===== src/rtl/owm_pkg.sv =====
package owm_pkg;
    typedef enum logic [1:0] {
        OP_RESET = 2'b00,
        OP_WR0   = 2'b01,
        OP_WR1   = 2'b10,
        OP_READ  = 2'b11
    } owm_op_e;
endpackage


===== src/rtl/owm_us_tick.sv =====
// Microsecond prescaler, restarted at the start of every operation
module owm_us_tick #(
    parameter int DIV = 50
) (
    input  logic clk,
    input  logic rst_n,
    input  logic clr,
    input  logic en,
    output logic tick
);
    localparam int CNT_W = (DIV > 1) ? $clog2(DIV) : 1;

    logic [CNT_W-1:0] cnt_d, cnt_q;
    logic             wrap;

    assign wrap = (cnt_q == CNT_W'(DIV - 1));
    assign tick = en && wrap;

    always_comb begin
        cnt_d = cnt_q;
        if (clr)       cnt_d = '0;
        else if (tick) cnt_d = '0;
        else if (en)   cnt_d = cnt_q + 1'b1;
    end

    always_ff @(posedge clk) begin
        if (!rst_n) cnt_q <= '0;
        else        cnt_q <= cnt_d;
    end

    AST_TICK_SPACING: assert property (@(posedge clk) disable iff (!rst_n)
        ((DIV > 1) && tick) |=> !tick);
endmodule


===== src/rtl/owm_sync.sv =====
// Input synchroniser; resets to the idle (high) line level
module owm_sync #(
    parameter int STAGES = 2
) (
    input  logic clk,
    input  logic rst_n,
    input  logic d,
    output logic q
);
    logic [STAGES-1:0] sh_d, sh_q;

    assign sh_d = {sh_q[STAGES-2:0], d};
    assign q    = sh_q[STAGES-1];

    always_ff @(posedge clk) begin
        if (!rst_n) sh_q <= '1;
        else        sh_q <= sh_d;
    end
endmodule


===== src/rtl/owm_slot_table.sv =====
// Per-operation phase lengths, in microseconds from operation start
module owm_slot_table
    import owm_pkg::*;
#(
    parameter int US_W        = 10,
    parameter int RST_LOW_US  = 500,
    parameter int RST_REC_US  = 450,
    parameter int PRES_WIN_US = 240,
    parameter int SLOT_US     = 64,
    parameter int SHORT_US    = 2,
    parameter int RD_WIN_US   = 45
) (
    input  owm_op_e         op,
    output logic [US_W-1:0] low_len,
    output logic [US_W-1:0] total_len,
    output logic [US_W-1:0] win_end,
    output logic            releases,
    output logic            has_result
);
    always_comb begin
        total_len  = US_W'(SLOT_US);
        win_end    = '0;
        releases   = 1'b0;
        has_result = 1'b0;
        unique case (op)
            OP_RESET: begin
                low_len    = US_W'(RST_LOW_US);
                total_len  = US_W'(RST_LOW_US + RST_REC_US);
                win_end    = US_W'(RST_LOW_US + PRES_WIN_US);
                releases   = 1'b1;
                has_result = 1'b1;
            end
            OP_WR0:  low_len = US_W'(SLOT_US - SHORT_US);
            OP_WR1:  low_len = US_W'(SHORT_US);
            default: begin
                low_len    = US_W'(SHORT_US);
                win_end    = US_W'(SHORT_US + RD_WIN_US);
                releases   = 1'b1;
                has_result = 1'b1;
            end
        endcase
    end
endmodule


===== src/rtl/owm_slot_engine.sv =====
module owm_slot_engine
    import owm_pkg::*;
#(
    parameter int CLK_HZ      = 50_000_000,
    parameter int RST_LOW_US  = 500,
    parameter int RST_REC_US  = 450,
    parameter int PRES_WIN_US = 240,
    parameter int SLOT_US     = 64,
    parameter int SHORT_US    = 2,
    parameter int RD_WIN_US   = 45,
    parameter int POLL_US     = 5
) (
    input  logic       clk,
    input  logic       rst_n,
    input  logic       cmd_valid,
    input  logic [1:0] cmd_op,
    output logic       cmd_ready,
    output logic       res_valid,
    output logic       res_bit,
    output logic       bus_oe,
    output logic       bus_out,
    input  logic       bus_in
);
    localparam int DIV    = CLK_HZ / 1_000_000;
    localparam int US_W   = $clog2(RST_LOW_US + RST_REC_US + 1);
    localparam int POLL_W = (POLL_US > 1) ? $clog2(POLL_US) : 1;

    typedef struct packed {
        logic              busy;
        owm_op_e           op;
        logic [US_W-1:0]   us;
        logic [POLL_W-1:0] poll;
        logic              seen;
        logic              park;
        logic              rv;
        logic              rbit;
    } eng_t;

    eng_t st_d, st_q;

    logic            tick, line_s, accept, in_rel;
    logic [US_W-1:0] low_len, total_len, win_end, us_inc;
    logic            releases, has_result;

    owm_us_tick #(.DIV(DIV)) tick_i (
        .clk(clk), .rst_n(rst_n), .clr(accept), .en(st_q.busy), .tick(tick)
    );

    owm_sync #(.STAGES(2)) sync_i (
        .clk(clk), .rst_n(rst_n), .d(bus_in), .q(line_s)
    );

    owm_slot_table #(
        .US_W(US_W), .RST_LOW_US(RST_LOW_US), .RST_REC_US(RST_REC_US),
        .PRES_WIN_US(PRES_WIN_US), .SLOT_US(SLOT_US), .SHORT_US(SHORT_US),
        .RD_WIN_US(RD_WIN_US)
    ) table_i (
        .op(st_q.op), .low_len(low_len), .total_len(total_len), .win_end(win_end),
        .releases(releases), .has_result(has_result)
    );

    assign accept = cmd_valid && !st_q.busy;
    assign us_inc = st_q.us + 1'b1;
    assign in_rel = releases && (st_q.us >= low_len);

    always_comb begin
        st_d    = st_q;
        st_d.rv = 1'b0;
        if (accept) begin
            st_d.busy = 1'b1;
            st_d.op   = owm_op_e'(cmd_op);
            st_d.us   = '0;
            st_d.poll = '0;
            st_d.seen = 1'b0;
        end else if (st_q.busy && tick) begin
            st_d.us = us_inc;
            if (in_rel) begin
                if (st_q.poll == POLL_W'(POLL_US - 1)) begin
                    st_d.poll = '0;
                    if (!st_q.seen && (us_inc <= win_end) && !line_s) st_d.seen = 1'b1;
                end else begin
                    st_d.poll = st_q.poll + 1'b1;
                end
            end
            if (us_inc == total_len) begin
                st_d.busy = 1'b0;
                st_d.park = 1'b1;
                st_d.rv   = has_result;
                st_d.rbit = (st_q.op == OP_RESET) ? st_d.seen : !st_d.seen;
            end
        end
    end

    always_ff @(posedge clk) begin
        if (!rst_n) begin
            st_q      <= '0;
            st_q.op   <= OP_RESET;
        end else begin
            st_q <= st_d;
        end
    end

    always_comb begin
        bus_out = 1'b1;
        bus_oe  = st_q.park;
        if (st_q.busy) begin
            if (st_q.us < low_len) begin
                bus_oe  = 1'b1;
                bus_out = 1'b0;
            end else begin
                bus_oe = !releases;
            end
        end
    end

    assign cmd_ready = !st_q.busy;
    assign res_valid = st_q.rv;
    assign res_bit   = st_q.rbit;

    AST_RES_SINGLE: assert property (@(posedge clk) disable iff (!rst_n)
        res_valid |=> !res_valid);
    AST_RES_AT_READY: assert property (@(posedge clk) disable iff (!rst_n)
        res_valid |-> cmd_ready);
    AST_START_LOW: assert property (@(posedge clk) disable iff (!rst_n)
        (cmd_valid && cmd_ready) |=> (bus_oe && !bus_out));
    AST_WRITE_HOLDS: assert property (@(posedge clk) disable iff (!rst_n)
        (!cmd_ready && (st_q.op == OP_WR0 || st_q.op == OP_WR1)) |-> bus_oe);
    AST_PARK_HIGH: assert property (@(posedge clk) disable iff (!rst_n)
        $rose(cmd_ready) |-> (bus_oe && bus_out));
    AST_NO_WRITE_RESULT: assert property (@(posedge clk) disable iff (!rst_n)
        res_valid |-> (st_q.op == OP_RESET || st_q.op == OP_READ));
endmodule


===== config.mk =====
export PLATFORM = sky130hd
export DESIGN_NAME = owm_slot_engine
export DESIGN_NICKNAME = d
export VERILOG_FILES = /design/src/rtl/owm_pkg.sv /design/src/rtl/owm_us_tick.sv /design/src/rtl/owm_sync.sv /design/src/rtl/owm_slot_table.sv /design/src/rtl/owm_slot_engine.sv
export SDC_FILE = /design/constraint.sdc
export NUM_CORES = 1
export LEC_CHECK = 0
export BUFFER_PORTS_ARGS = -buffer_cell sky130_fd_sc_hd__buf_2
export CORE_UTILIZATION = 55
export CTS_CLUSTER_SIZE = 10
export DETAILED_ROUTE_END_ITERATION = 7
export PLACE_DENSITY = 0.81
export REMOVE_ABC_BUFFERS = 1
export SLEW_MARGIN = 5
export SYNTH_ARGS = -nofsm -noshare
export SYNTH_HDL_FRONTEND = slang
export SYNTH_HIERARCHICAL = 1
export SYNTH_SLANG_ARGS = --single-unit

===== constraint.sdc =====
create_clock -name clk -period 3.25 [get_ports clk]
set_input_delay 0.65 -clock clk [delete_from_list [all_inputs] [get_ports clk]]
set_output_delay 0.65 -clock clk [all_outputs]
set_load 0.01 [all_outputs]

After elaboration in Yosys (flattened, before gate mapping). Index checks and enable logic that the tools add are counted. W data, S select, Z words.

Register bits: 28. Latch bits: 0. Memory bits (writable): 0. ROM bits: 0. Input bits: 6. Output and inout port bits: 5. Logic and storage cells: 64. Memories: 0.

Add/subtract/negate cells: 3. Multipliers: 0. Divide/modulo/power cells: 0. Magnitude comparators: 3. Eq/ne operators: 6. Shift operators: 0. Muxes and demuxes: 18. Bitwise operators: 4. Reduce and logical (&&, ||, !) cells: 20.

Operators by type and width (count): $pmux W10 S2 (1); $pmux W9 S2 (1); $mux W4 (3); $mux W1 (11); $add A10 B1 Y10 const B (1); $eq A10 B10 Y1 (1); $ge A10 B10 Y1 (1); $le A10 B10 Y1 (1); $lt A10 B10 Y1 (1); $mux W10 (1); $add A6 B1 Y6 const B (1); $eq A6 B6 Y1 const B (1); $logic_and A1 B1 Y1 (6); $logic_not A1 Y1 (4); $not A1 Y1 (4); $reduce_and A2 Y1 (2); $reduce_bool A2 Y1 (2); $reduce_or A2 Y1 (2); $reduce_or A4 Y1 (1); $add A3 B1 Y3 const B (1); $eq A3 B3 Y1 const B (1); $mux W3 (1); $ne A3 B3 Y1 const B (1); $reduce_and A3 Y1 (1); other kinds (4) (4).

Longest topological paths before layout. Gate-level depths: netlist of run 1.

Depth in word-level cells: 13. Depth in mapped cells: 13. Mapped depth without buffers: 11.

Hierarchy. The synthesis of run 1 kept the hierarchy.

By module, submodules not included: owm_slot_engine (times used 1, cells each 243, area an instance 1879.3 sq um, sequential area each 400.4 sq um); owm_us_tick (times used 1, cells each 32, area an instance 297.8 sq um, sequential area each 120.1 sq um); owm_slot_table (times used 1, cells each 36, area an instance 270.3 sq um, sequential area each 0.0 sq um); owm_sync (times used 1, cells each 4, area an instance 52.6 sq um, sequential area each 40.0 sq um).

Least setup slack after synthesis of run 1. OpenSTA, ideal clock, no wires.

Path type: register to output. Start point: reg st_q[17] (netlist name). End point: out bus_oe. Data arrival time: 2126 ps. Data required time: 2600 ps. Path slack: 474 ps. Cell stages (with the launch flop): 12. Path buffers: 1. Cells stage by stage: dfxtp_1 -> inv_1 -> ha_1 -> or2_1 -> buf_4 -> inv_1 -> ha_1 -> a21oi_1 -> o21a_1 -> o21a_1 -> o21a_1 -> o22a_1.

Cells in the longest elaborated chain, start to end: 5. Elaborated cells on any way between the ends: 8. Those cells by class: 1 x order compare; 2 x eq/ne; 3 x mux; 2 x reduce/logical.

Ends and longest elaborated chain: $eq A2 B1 Y1 / $logic_not A2 Y1 (equally long branches) (line owm_slot_table.sv:25) `unique case (op)`; $pmux W9 S2 * (line owm_slot_table.sv:25); named net low_len[6] (line owm_slot_engine.sv:42) `logic [US_W-1:0] low_len, total_len, win_end, us_inc;`; $lt A10 B10 Y1 * (line owm_slot_engine.sv:107) `if (st_q.us < low_len) begin`; $mux W1 * (line owm_slot_engine.sv:107); $mux W1 * (line owm_slot_engine.sv:106) `if (st_q.busy) begin`; end, declared (line owm_slot_engine.sv:20) `output logic bus_oe,`.

The timed path passes the listed nets; every way through them passes the cells marked *.

Worst setup path in the final report of run 1.
Start point: reg st_q[18] (netlist name). End point: out bus_oe.

Cells in the longest elaborated chain, start to end: 5. Elaborated cells on any way between the ends: 8. Those cells by class: 1 x order compare; 2 x eq/ne; 3 x mux; 2 x reduce/logical.

Ends and longest elaborated chain (line): $eq A2 B1 Y1 / $logic_not A2 Y1 (equally long branches) (owm_slot_table.sv:25); $pmux W9 S2 * (owm_slot_table.sv:25); named net low_len[6] (owm_slot_engine.sv:42); $lt A10 B10 Y1 * (owm_slot_engine.sv:107); $mux W1 * (owm_slot_engine.sv:107); $mux W1 * (owm_slot_engine.sv:106).

Marked as above.

==> results.cfg, run 1 <==
[cts]
cts.root.buffer_cell = clkbuf_8
cts_sink_cnt = 28
worst_skew_pair.late_latency_ns = 0.28
cts_made_buffers = 3
clock_h_tree_levels = 1
ctsLongestPathBuffers = 2
clk_pin_slew_worst_paths_ns = 0.10
clock_tree_from_tritoncts = built
postCtsSetupRepairBufs = 0

[power_and_ir_drop]
net-switching-power_mw = 0.196
pwr-share-clk_pct = 36.6
swShare_pct = 25.9
cell_internal_pwr_mw = 0.562
pwr_density_cell_mw_per_mm2 = 301
p_comb_share_pct = 16.6
leakage_nw = 1.11
ir_worst_vdd_v = 0.000226
p_seq_share_pct = 46.8
total_power_mw = 0.759

[yosys]
dominant_combinational_cell_family_by_area_after_synthesis = simple AND/OR/NAND/NOR gates
synth_top_flop_cell = dfxtp_1
synthDominantAreaCellType = dfxtp_1
synth.yosys.warnings = 6
syn-cell-area_mm2 = 0.00250
yosys.area_share.xor_xnor_pct = 9.66
synth.yosys.seq_area_share_pct = 22.4
post_synth.cell_area_avg_um2 = 7.94
synth.ff_latch_count = 28
yosys.area_share.adder_pct = 14.5
synth_mux_area_share_pct = 2.00
asyncSetResetFlopFracSynth_pct = 0
post_synth_and_or_nand_nor_area_fraction_pct = 20.8
synth_edf_count = 0
synthTopCellsByArea = dfxtp_1 22%, ha_1 15%, buf_4 8.7%, inv_1 5.0%, xor2_1 4.9%
synth_top_area_share_pct = 22.4
synth-compound-area-share_pct = 15.3
netlist-cell-type-count = 47
synthCells = 315

[timing]
fmax_mhz = 324
final.min_clock_period_ns = 3.09
timing.final.crit_share_pct = 95.0
slew_headroom_pct = 56.0
finalSetupViolCount = 0
worstMarginPinSlew_ns = 0.659
rsz_0062_raised_after_global_routing = false
fin_worst_skew_ns = 0.00416
finalMaxSlewViolations = 0
timing.setup.tns_ns = 0
report.final.hold_viol_count = 0

[critical_path]
worst_setup_path_start_kind = flop
timing.critical_path.max_delay_family = compound AO/OA/AOI/OAI gates
ff2ff_path_depth = 11
worst_path_cell_trace = inv_1 > ha_1 > or2_1 > inv_1 > ha_1 > a21oi_1 > o21a_1 > o21a_1 > o21a_1 > o22a_1 > buf_2
critical_path.most_common_cell = o21a_1
end_kind = output pin
timing.setup.critical_path_class = flop to output pin
worst_path_largest_cell_delay_ns = 0.45
timing.critical_path.fanout_max = 7
critical_path_required_ns = 2.60
worstSetupPathDepth = 11
cp.arrival_ns = 2.44
worstPathBufferInverterCount = 3
critPathSlowestCell = dfxtp_1

[floorplan]
core_area_mm2 = 0.00435
chipWidth_um = 69.4
floorplan.die_area_mm2 = 0.00482
fp-row-count = 24
initial_core_util_pct = 57.4
dieHeight_um = 69.4
num_io_pins = 11

[detailed_routing]
first_iter_violations = 232
avgViaCountPerCell = 5.68
route.vias.total = 2027
drt-wirelength-per-cell_um = 14.1
wirelength_um = 5040
firstDrtPassIters = 4
antenna_left = 0
remaining_drc_errors = 0

[finish]
postLayoutCoreUtil_pct = 57.8
stdcell_count = 357
insertedDiodeCount = 0
synthesis_to_finish_area_growth_pct = 0.651
nNetsFinal = 341
fillCellCount = 373
final_design_area_no_fill_mm2 = 0.00252
final_layout_size_suffix_gt1_share_pct = 9.84
mostFrequentLayoutCell = inv_1
most-common-layout-cells = 33 x inv_1, 28 x ha_1, 27 x dfxtp_1

[global_route]
total_congestion_overflow = 0
wire_length_of_the_first_global_routing_pass_um = 8780
antenna_found_initial = 0
grt_start_max_net_pins = 23
vias_in_the_first_global_route = 1960
grtUsageTotal_pct = 22.2

[hold_path]
hold_path_depth = 1
hold_path.class = flop to flop

[status]
outcome = finished clean

[placement]
io_buffers = 10
placedInstanceArea_mm2 = 0.00244
gpl_congestion = 0.901
post-dp-hpwl_um = 3730
place.detailed.instances = 353

[flow_run]
max_cap_violations = 0
==> cell usage after synthesis, types with 2 or more instances <==
cell type	n
inv_1	33
buf_4	29
ha_1	29
dfxtp_1	28
nor2_1	25
nand2_1	22
a21oi_1	17
xor2_1	14
xnor2_1	11
nand2b_1	9
o21ai_0	9
nand4_1	8
nor2b_1	8
o21a_1	8
buf_2	5
mux2i_1	5
nand3_1	5
a211oi_1	4
nor3_1	4
or3_1	4
a31oi_1	3
and4_1	3
clkbuf_1	3
o211ai_1	3
a2111oi_0	2
and3_1	2
o22a_1	2
==> path summary, 6_finish.rpt <==
path / from / end / slack (ns)
setup / recovery: st_q[18] / bus_oe / 0.16
hold / removal: sync_i/sh_q[0] / sync_i/sh_q[1] / 0.42
setup reg to reg: st_q[8] / res_bit / 0.30
hold reg to reg: sync_i/sh_q[0] / sync_i/sh_q[1] / 0.42
==> registers in the layout, indices dropped and copies added, names as in the netlist <==
| signal | count |
|---|---|
| res_valid | 1 |
| sync_i/sh_q | 2 |
| res_bit | 1 |
| st_q | 18 |
| tick_i/cnt_q | 6 |
==> routing by layer <==
metal	vias up	global-route usage (%)	share of wire (%)
li1	1019	-	-
met1	956	27.8	46
met2	43	38.2	49
met3	9	3.34	4.2
met4	0	8.16	1.3
met5	-	0	0
==> cell type report <==
class                           instances  area (µm²)  area share [%]
Tap cell                               52        65.1            2.59
Clock buffer                            3        41.3            1.64
Clock inverter                          1        30.0            1.19
Multi-Input combinational cell        222        1580            63.0
Timing Repair Buffer                   18         110            4.38
Sequential cell                        28         562            22.3
Inverter                               33         124            4.92
==> per-stage QoR <==
step / hold WS (ns) / setup slack [ns]
finish: 0.425 / 0.164
global route: 0.437 / 0.0136
CTS: 0.428 / 0.129
detailed placement: 0.400 / 0.303
global placement: 0.393 / 0.421
floorplan: 0.386 / 0.417
==> cell families after synthesis <==
family | count (synthesis)
simple gates | 98
buf+inv | 70
compound gates | 58
fa+ha+maj | 29
flops | 28
xor+xnor | 26
mux | 5
other cells | 1
==> what timing repair did <==
action	in CTS	in global routing
resized for setup	0	3
endpoints found under the setup margin	0	3
hold buffers	0	0
==> power groups by stage <==
stage / clock network (mW) / registers, mW / logic (mW)
2_1_floorplan: 0 / 0.363 / 0.0886
3_3_place_gp: 0 / 0.362 / 0.117
3_5_place_dp: 0 / 0.363 / 0.122
4_1_cts: 0.283 / 0.355 / 0.125
5_1_grt: 0.293 / 0.356 / 0.141
6_report: 0.278 / 0.355 / 0.126
(Power assumes the default switching activity.)
==> run 2: changes to the inputs <==
--- a/config.mk
+++ b/config.mk
@@ -9,7 +9,7 @@
 export CORE_UTILIZATION = 55
 export CTS_CLUSTER_SIZE = 10
 export DETAILED_ROUTE_END_ITERATION = 7
-export PLACE_DENSITY = 0.81
+export PLACE_DENSITY = 0.84
 export REMOVE_ABC_BUFFERS = 1
 export SLEW_MARGIN = 5
 export SYNTH_ARGS = -nofsm -noshare
==> constraint.sdc (replaced) <==
create_clock -name clk -period 2.75 [get_ports clk]
set_input_delay 0.55 -clock clk [delete_from_list [all_inputs] [get_ports clk]]
set_output_delay 0.55 -clock clk [all_outputs]
set_load 0.01 [all_outputs]
==> run 2 against run 1 <==
Effect of this change:
- clock skew down 0.0023 ns
- die area unchanged
- count of clock-buffer cells in the layout up 1
- wire length down 1.6%
- utilization up 2.9 points
- setup slack worse by 0.14 ns
- clock power down 5%
- cell count up 3.4%
- non-clock buffer count up 12
- register-to-register slack worse by 0.12 ns
==> results.cfg, run 2 (synthesis gave the netlist of run 1 again) <==
[status]
outcome = finished clean

[floorplan]
core_area_mm2 = 0.00435
dieHeight_um = 69.4
num_io_pins = 11
floorplan.die_area_mm2 = 0.00482
fp-row-count = 24
initial_core_util_pct = 57.4
chipWidth_um = 69.4

[power_and_ir_drop]
ir_worst_vdd_v = 0.000234
pwr_density_cell_mw_per_mm2 = 320
total_power_mw = 0.845
leakage_nw = 1.18

[critical_path]
worst_path_largest_cell_delay_ns = 0.37
end_kind = output pin
ff2ff_path_depth = 11
worstPathBufferInverterCount = 3
rr_startpoint = st_q[7]
critical_path.most_common_cell = o21a_1
timing.critical_path.fanout_max = 3
critPathSlowestCell = dfxtp_2
cp.arrival_ns = 2.18
timing.critical_path.max_delay_family = compound AO/OA/AOI/OAI gates
worst_path_cell_trace = inv_2 > ha_4 > or2_4 > inv_2 > ha_4 > a21oi_2 > o21a_1 > o21a_1 > o21a_1 > o22a_1 > buf_2
reg2reg_setup_slack_ns = 0.18
critical_path_required_ns = 2.20
worst_setup_path_start_kind = flop
timing.setup.critical_path_class = flop to output pin
worst_r2r_endpoint = res_bit

[hold_path]
holdCritStartpoint = bus_in
timing.hold.worst_endpoint = sync_i/sh_q[0]
hold_path.class = primary input to flop
hold_path_depth = 2

[finish]
biggestRegsByFlops = st_q x18, tick_i/cnt_q x6, sync_i/sh_q x2
mostFrequentLayoutCell = inv_1
postLayoutCoreUtil_pct = 60.7
most-common-layout-cells = 30 x inv_1, 26 x ha_1, 25 x nor2_1, 25 x dfxtp_1, 22 x nand2_1
most_flop_heavy_register = st_q
final_layout_size_suffix_gt1_share_pct = 16.4
insertedDiodeCount = 0
nNetsFinal = 353
synthesis_to_finish_area_growth_pct = 5.66
stdcell_count = 369
largest_register_ff_count = 18

[timing]
finalSetupViolCount = 0
report.final.hold_viol_count = 0
fin_worst_skew_ns = 0.00188
finalMaxSlewViolations = 0
timing.final.crit_share_pct = 99.2
final_ws_setup_ns = 0.0223
fmax_mhz = 367
rsz_0062_raised_after_global_routing = true
final.min_clock_period_ns = 2.73

[detailed_routing]
route.vias.total = 2038
firstDrtPassIters = 4
drt-wirelength-per-cell_um = 13.4
remaining_drc_errors = 0
avgViaCountPerCell = 5.52
antenna_left = 0
wirelength_um = 4960
first_iter_violations = 149

[cts]
cts_made_buffers = 3
cts.root.buffer_cell = clkbuf_8
cts_hold_repair.buffers = 0
ctsLongestPathBuffers = 2
clk_pin_slew_worst_paths_ns = 0.10
clock_h_tree_levels = 1
worst_skew_pair.late_latency_ns = 0.28
cts_sink_cnt = 28
clock_tree_from_tritoncts = built

[global_route]
total_congestion_overflow = 0
vias_in_the_first_global_route = 1938
grt_start_max_net_pins = 23
antenna_found_initial = 0
wire_length_of_the_first_global_routing_pass_um = 8530
grtUsageTotal_pct = 21.6

[placement]
gpl_congestion = 0.919
post-dp-hpwl_um = 3840
place_ws_ns = 0.0782
io_buffers = 10
place.detailed.instances = 365

[flow_run]
max_cap_violations = 0
[run 2: metrics by stage]
stage,hold slack [ns],area [µm²],setup TNS (ns)
2_1_floorplan,0.386,2260,0
3_3_place_gp,0.436,2530,0
3_5_place_dp,0.447,2530,0
4_1_cts,0.440,2620,0
5_1_grt,0.453,2640,-0.152
6_report,0.442,2640,0
[run 2: where the power goes]
group	switching [mW]	internal [mW]	total, mW
logic	0.0954	0.0696	0.165
registers	0.00553	0.412	0.418
clock network	0.134	0.129	0.263
[run 2: how the worst max path moves through the flow]
stage / from / depth (start not counted) / end / slack (ns)
global placement: st_q[8] / 11 / res_bit / 0.12
finish: st_q[17] / 11 / bus_oe / 0.02
detailed placement: st_q[8] / 11 / res_bit / 0.08
floorplan: st_q[18] / 10 / bus_oe / 0.02
global route: st_q[18] / 11 / bus_oe / -0.1
CTS: st_q[17] / 11 / bus_oe / 0.01
[run 2: timing repair]
action,CTS,global route
gates resized for setup,10,7
buffers inserted,0,0
pin swaps,4,5
cloned,0,0
endpoints found under the setup margin,2,4
[run 2: cell type report]
| cell class | count | area, µm² |
|---|---|---|
| flip-flops and latches | 28 | 564 |
| well taps | 52 | 65.1 |
| repair buffers | 30 | 213 |
| fillers | 350 | 1710 |
| inverters | 33 | 124 |
| multi-input cells | 222 | 1620 |
| clock buffers | 4 | 55.1 |
[run 2: routing by layer]
metal / global-route usage, % / vias to the layer above / part of all wire, %
met4: 8.84 / 0 / 3.4
met5: 0 / - / 0
met1: 28.5 / 938 / 47
li1: - / 1041 / -
met3: 3.20 / 17 / 3.6
met2: 35.3 / 42 / 46
==> run 3: changes to the inputs <==
--- a/config.mk
+++ b/config.mk
@@ -9,7 +9,7 @@
 export CORE_UTILIZATION = 55
 export CTS_CLUSTER_SIZE = 10
 export DETAILED_ROUTE_END_ITERATION = 7
-export PLACE_DENSITY = 0.84
+export PLACE_DENSITY = 0.73
 export REMOVE_ABC_BUFFERS = 1
 export SLEW_MARGIN = 5
 export SYNTH_ARGS = -nofsm -noshare
==> run 3 against run 2 <==
Effect of this change:
- count of clock-buffer cells in the layout fell by 1
- cell area rose by 0.90%
- clock power rose by 29%
- maximum frequency barely moved
- non-clock buffer count rose by 1
- first-iteration DRC count fell by 23%
- cell count rose by 0.27%
- sequential share of layout area fell by 0.19 points
- utilization rose by 0.55 points
- sequential power barely moved
- highest routed layer unchanged
- setup slack got worse by 0.0024 ns
==> results.cfg, run 3 (synthesis gave the netlist of run 1 again) <==
[floorplan]
floorplan.die_area_mm2 = 0.00482
num_io_pins = 11
fp-row-count = 24
initial_core_util_pct = 57.4
dieHeight_um = 69.4
chipWidth_um = 69.4
core_area_mm2 = 0.00435

[timing]
finalMaxSlewViolations = 0
timing.final.crit_share_pct = 99.3
report.final.hold_viol_count = 0
fin_worst_skew_ns = 0.00498
fmax_mhz = 366
final_ws_setup_ns = 0.0199
finalSetupViolCount = 0
final.min_clock_period_ns = 2.73
rsz_0062_raised_after_global_routing = true

[cts]
ctsLongestPathBuffers = 2
cts.root.buffer_cell = clkbuf_8
cts_hold_repair.buffers = 0
cts_made_buffers = 3
clock_tree_from_tritoncts = built
worst_skew_pair.late_latency_ns = 0.29
clock_h_tree_levels = 1
clk_pin_slew_worst_paths_ns = 0.10
cts_sink_cnt = 28

[finish]
postLayoutCoreUtil_pct = 61.2
most_flop_heavy_register = st_q
mostFrequentLayoutCell = inv_1
insertedDiodeCount = 0
fillCellCount = 389
most-common-layout-cells = 30 x inv_1, 26 x ha_1, 25 x nor2_1, 25 x dfxtp_1, 22 x nand2_1
synthesis_to_finish_area_growth_pct = 6.61
biggestRegsByFlops = st_q x18, tick_i/cnt_q x6, sync_i/sh_q x2
stdcell_count = 370
final_design_area_no_fill_mm2 = 0.00267
largest_register_ff_count = 18
final_layout_size_suffix_gt1_share_pct = 17.0
nNetsFinal = 354

[detailed_routing]
route.vias.total = 1989
drt-wirelength-per-cell_um = 14.0
firstDrtPassIters = 4
wirelength_um = 5170
antenna_left = 0
avgViaCountPerCell = 5.38
remaining_drc_errors = 0
first_iter_violations = 114

[global_route]
vias_in_the_first_global_route = 1863
grtUsageTotal_pct = 22.7
antenna_found_initial = 0
total_congestion_overflow = 0
wire_length_of_the_first_global_routing_pass_um = 8610
grt_start_max_net_pins = 23

[status]
outcome = finished clean

[critical_path]
worst_setup_path_startpoint = st_q[17]
critPathSlowestCell = dfxtp_2
worst_path_largest_cell_delay_ns = 0.37
end_kind = output pin
rr_startpoint = st_q[7]
critical_path.most_common_cell = o21a_1
worst_r2r_endpoint = res_bit
timing.critical_path.fanout_max = 3
worst_path_cell_trace = inv_2 > ha_4 > or2_4 > inv_1 > ha_1 > a21oi_1 > o21a_1 > o21a_1 > o21a_1 > o22a_1 > buf_2
reg2reg_setup_slack_ns = 0.16
timing.setup.critical_path_class = flop to output pin
critical_path_required_ns = 2.20
cp.arrival_ns = 2.18
ff2ff_path_depth = 11
critPathCapture = bus_oe
worst_setup_path_start_kind = flop

[placement]
post-dp-hpwl_um = 3910
place_ws_ns = -0.0326
gpl_congestion = 1.01
placedInstanceArea_mm2 = 0.00251
io_buffers = 10
place.detailed.instances = 363

[hold_path]
hold_path.class = primary input to flop

[flow_run]
max_cap_violations = 0

[power_and_ir_drop]
ir_worst_vdd_v = 0.000290
leakage_nw = 1.19
pwr_density_cell_mw_per_mm2 = 347
-- run 3: routing by layer --
metal | GRT usage [%] | wire, µm
met5 | 0 | 0
met4 | 9.75 | 96
met3 | 3.34 | 181
met2 | 36.8 | 2380
met1 | 29.9 | 2510
-- run 3: final cells by class --
type                       count  area (µm²)  share of cell area, %
clock buffer                   3        41.3                   1.55
clock inverter                 1        30.0                   1.13
inverter                      33         124                   4.65
multi-input combinational    222        1630                   61.0
sequential                    28         564                   21.2
tap                           52        65.1                   2.44
timing repair buffer          31         215                   8.08
-- run 3: critical path: cells and delay by family, from the launching register on --
| family | cells | cell delay (ns) |
|---|---|---|
| simple gates | 1 | 0.26 |
| buf+inv | 3 | 0.25 |
| compound gates | 5 | 0.71 |
| flops | 1 | 0.37 |
| fa+ha+maj | 2 | 0.30 |
-- run 3: worst min-delay path by stage --
stage / from / endpoint / slack [ns] / depth (start not counted)
floorplan: sync_i/sh_q[0] / sync_i/sh_q[1] / 0.39 / 1
global placement: sync_i/sh_q[0] / sync_i/sh_q[1] / 0.43 / 1
detailed placement: sync_i/sh_q[0] / sync_i/sh_q[1] / 0.42 / 1
CTS: bus_in / sync_i/sh_q[0] / 0.43 / 2
global route: bus_in / sync_i/sh_q[0] / 0.42 / 2
finish: bus_in / sync_i/sh_q[0] / 0.44 / 2
-- run 3: metrics by stage --
step                total power [mW]  setup TNS [ns]  hold slack, ns
floorplan                      0.534               0           0.386
global placement               0.574               0           0.428
detailed placement             0.577         -0.0326           0.416
CTS                            0.921         -0.0425           0.434
global route                   0.965          -0.184           0.425
finish                         0.926               0           0.435
-- run 3: timing repair --
item                       CTS  global route
buffers inserted             2             1
resized for setup            7            10
pin swaps                    2             6
setup endpoints to repair    3             6
-- run 3: power by group --
group	switching (mW)	total, mW	internal, mW	leakage [nW]
clock network	0.145	0.340	0.196	0.0357
logic	0.0972	0.168	0.0711	0.922
registers	0.00509	0.417	0.412	0.228
total	0.247	0.926	0.679	1.19
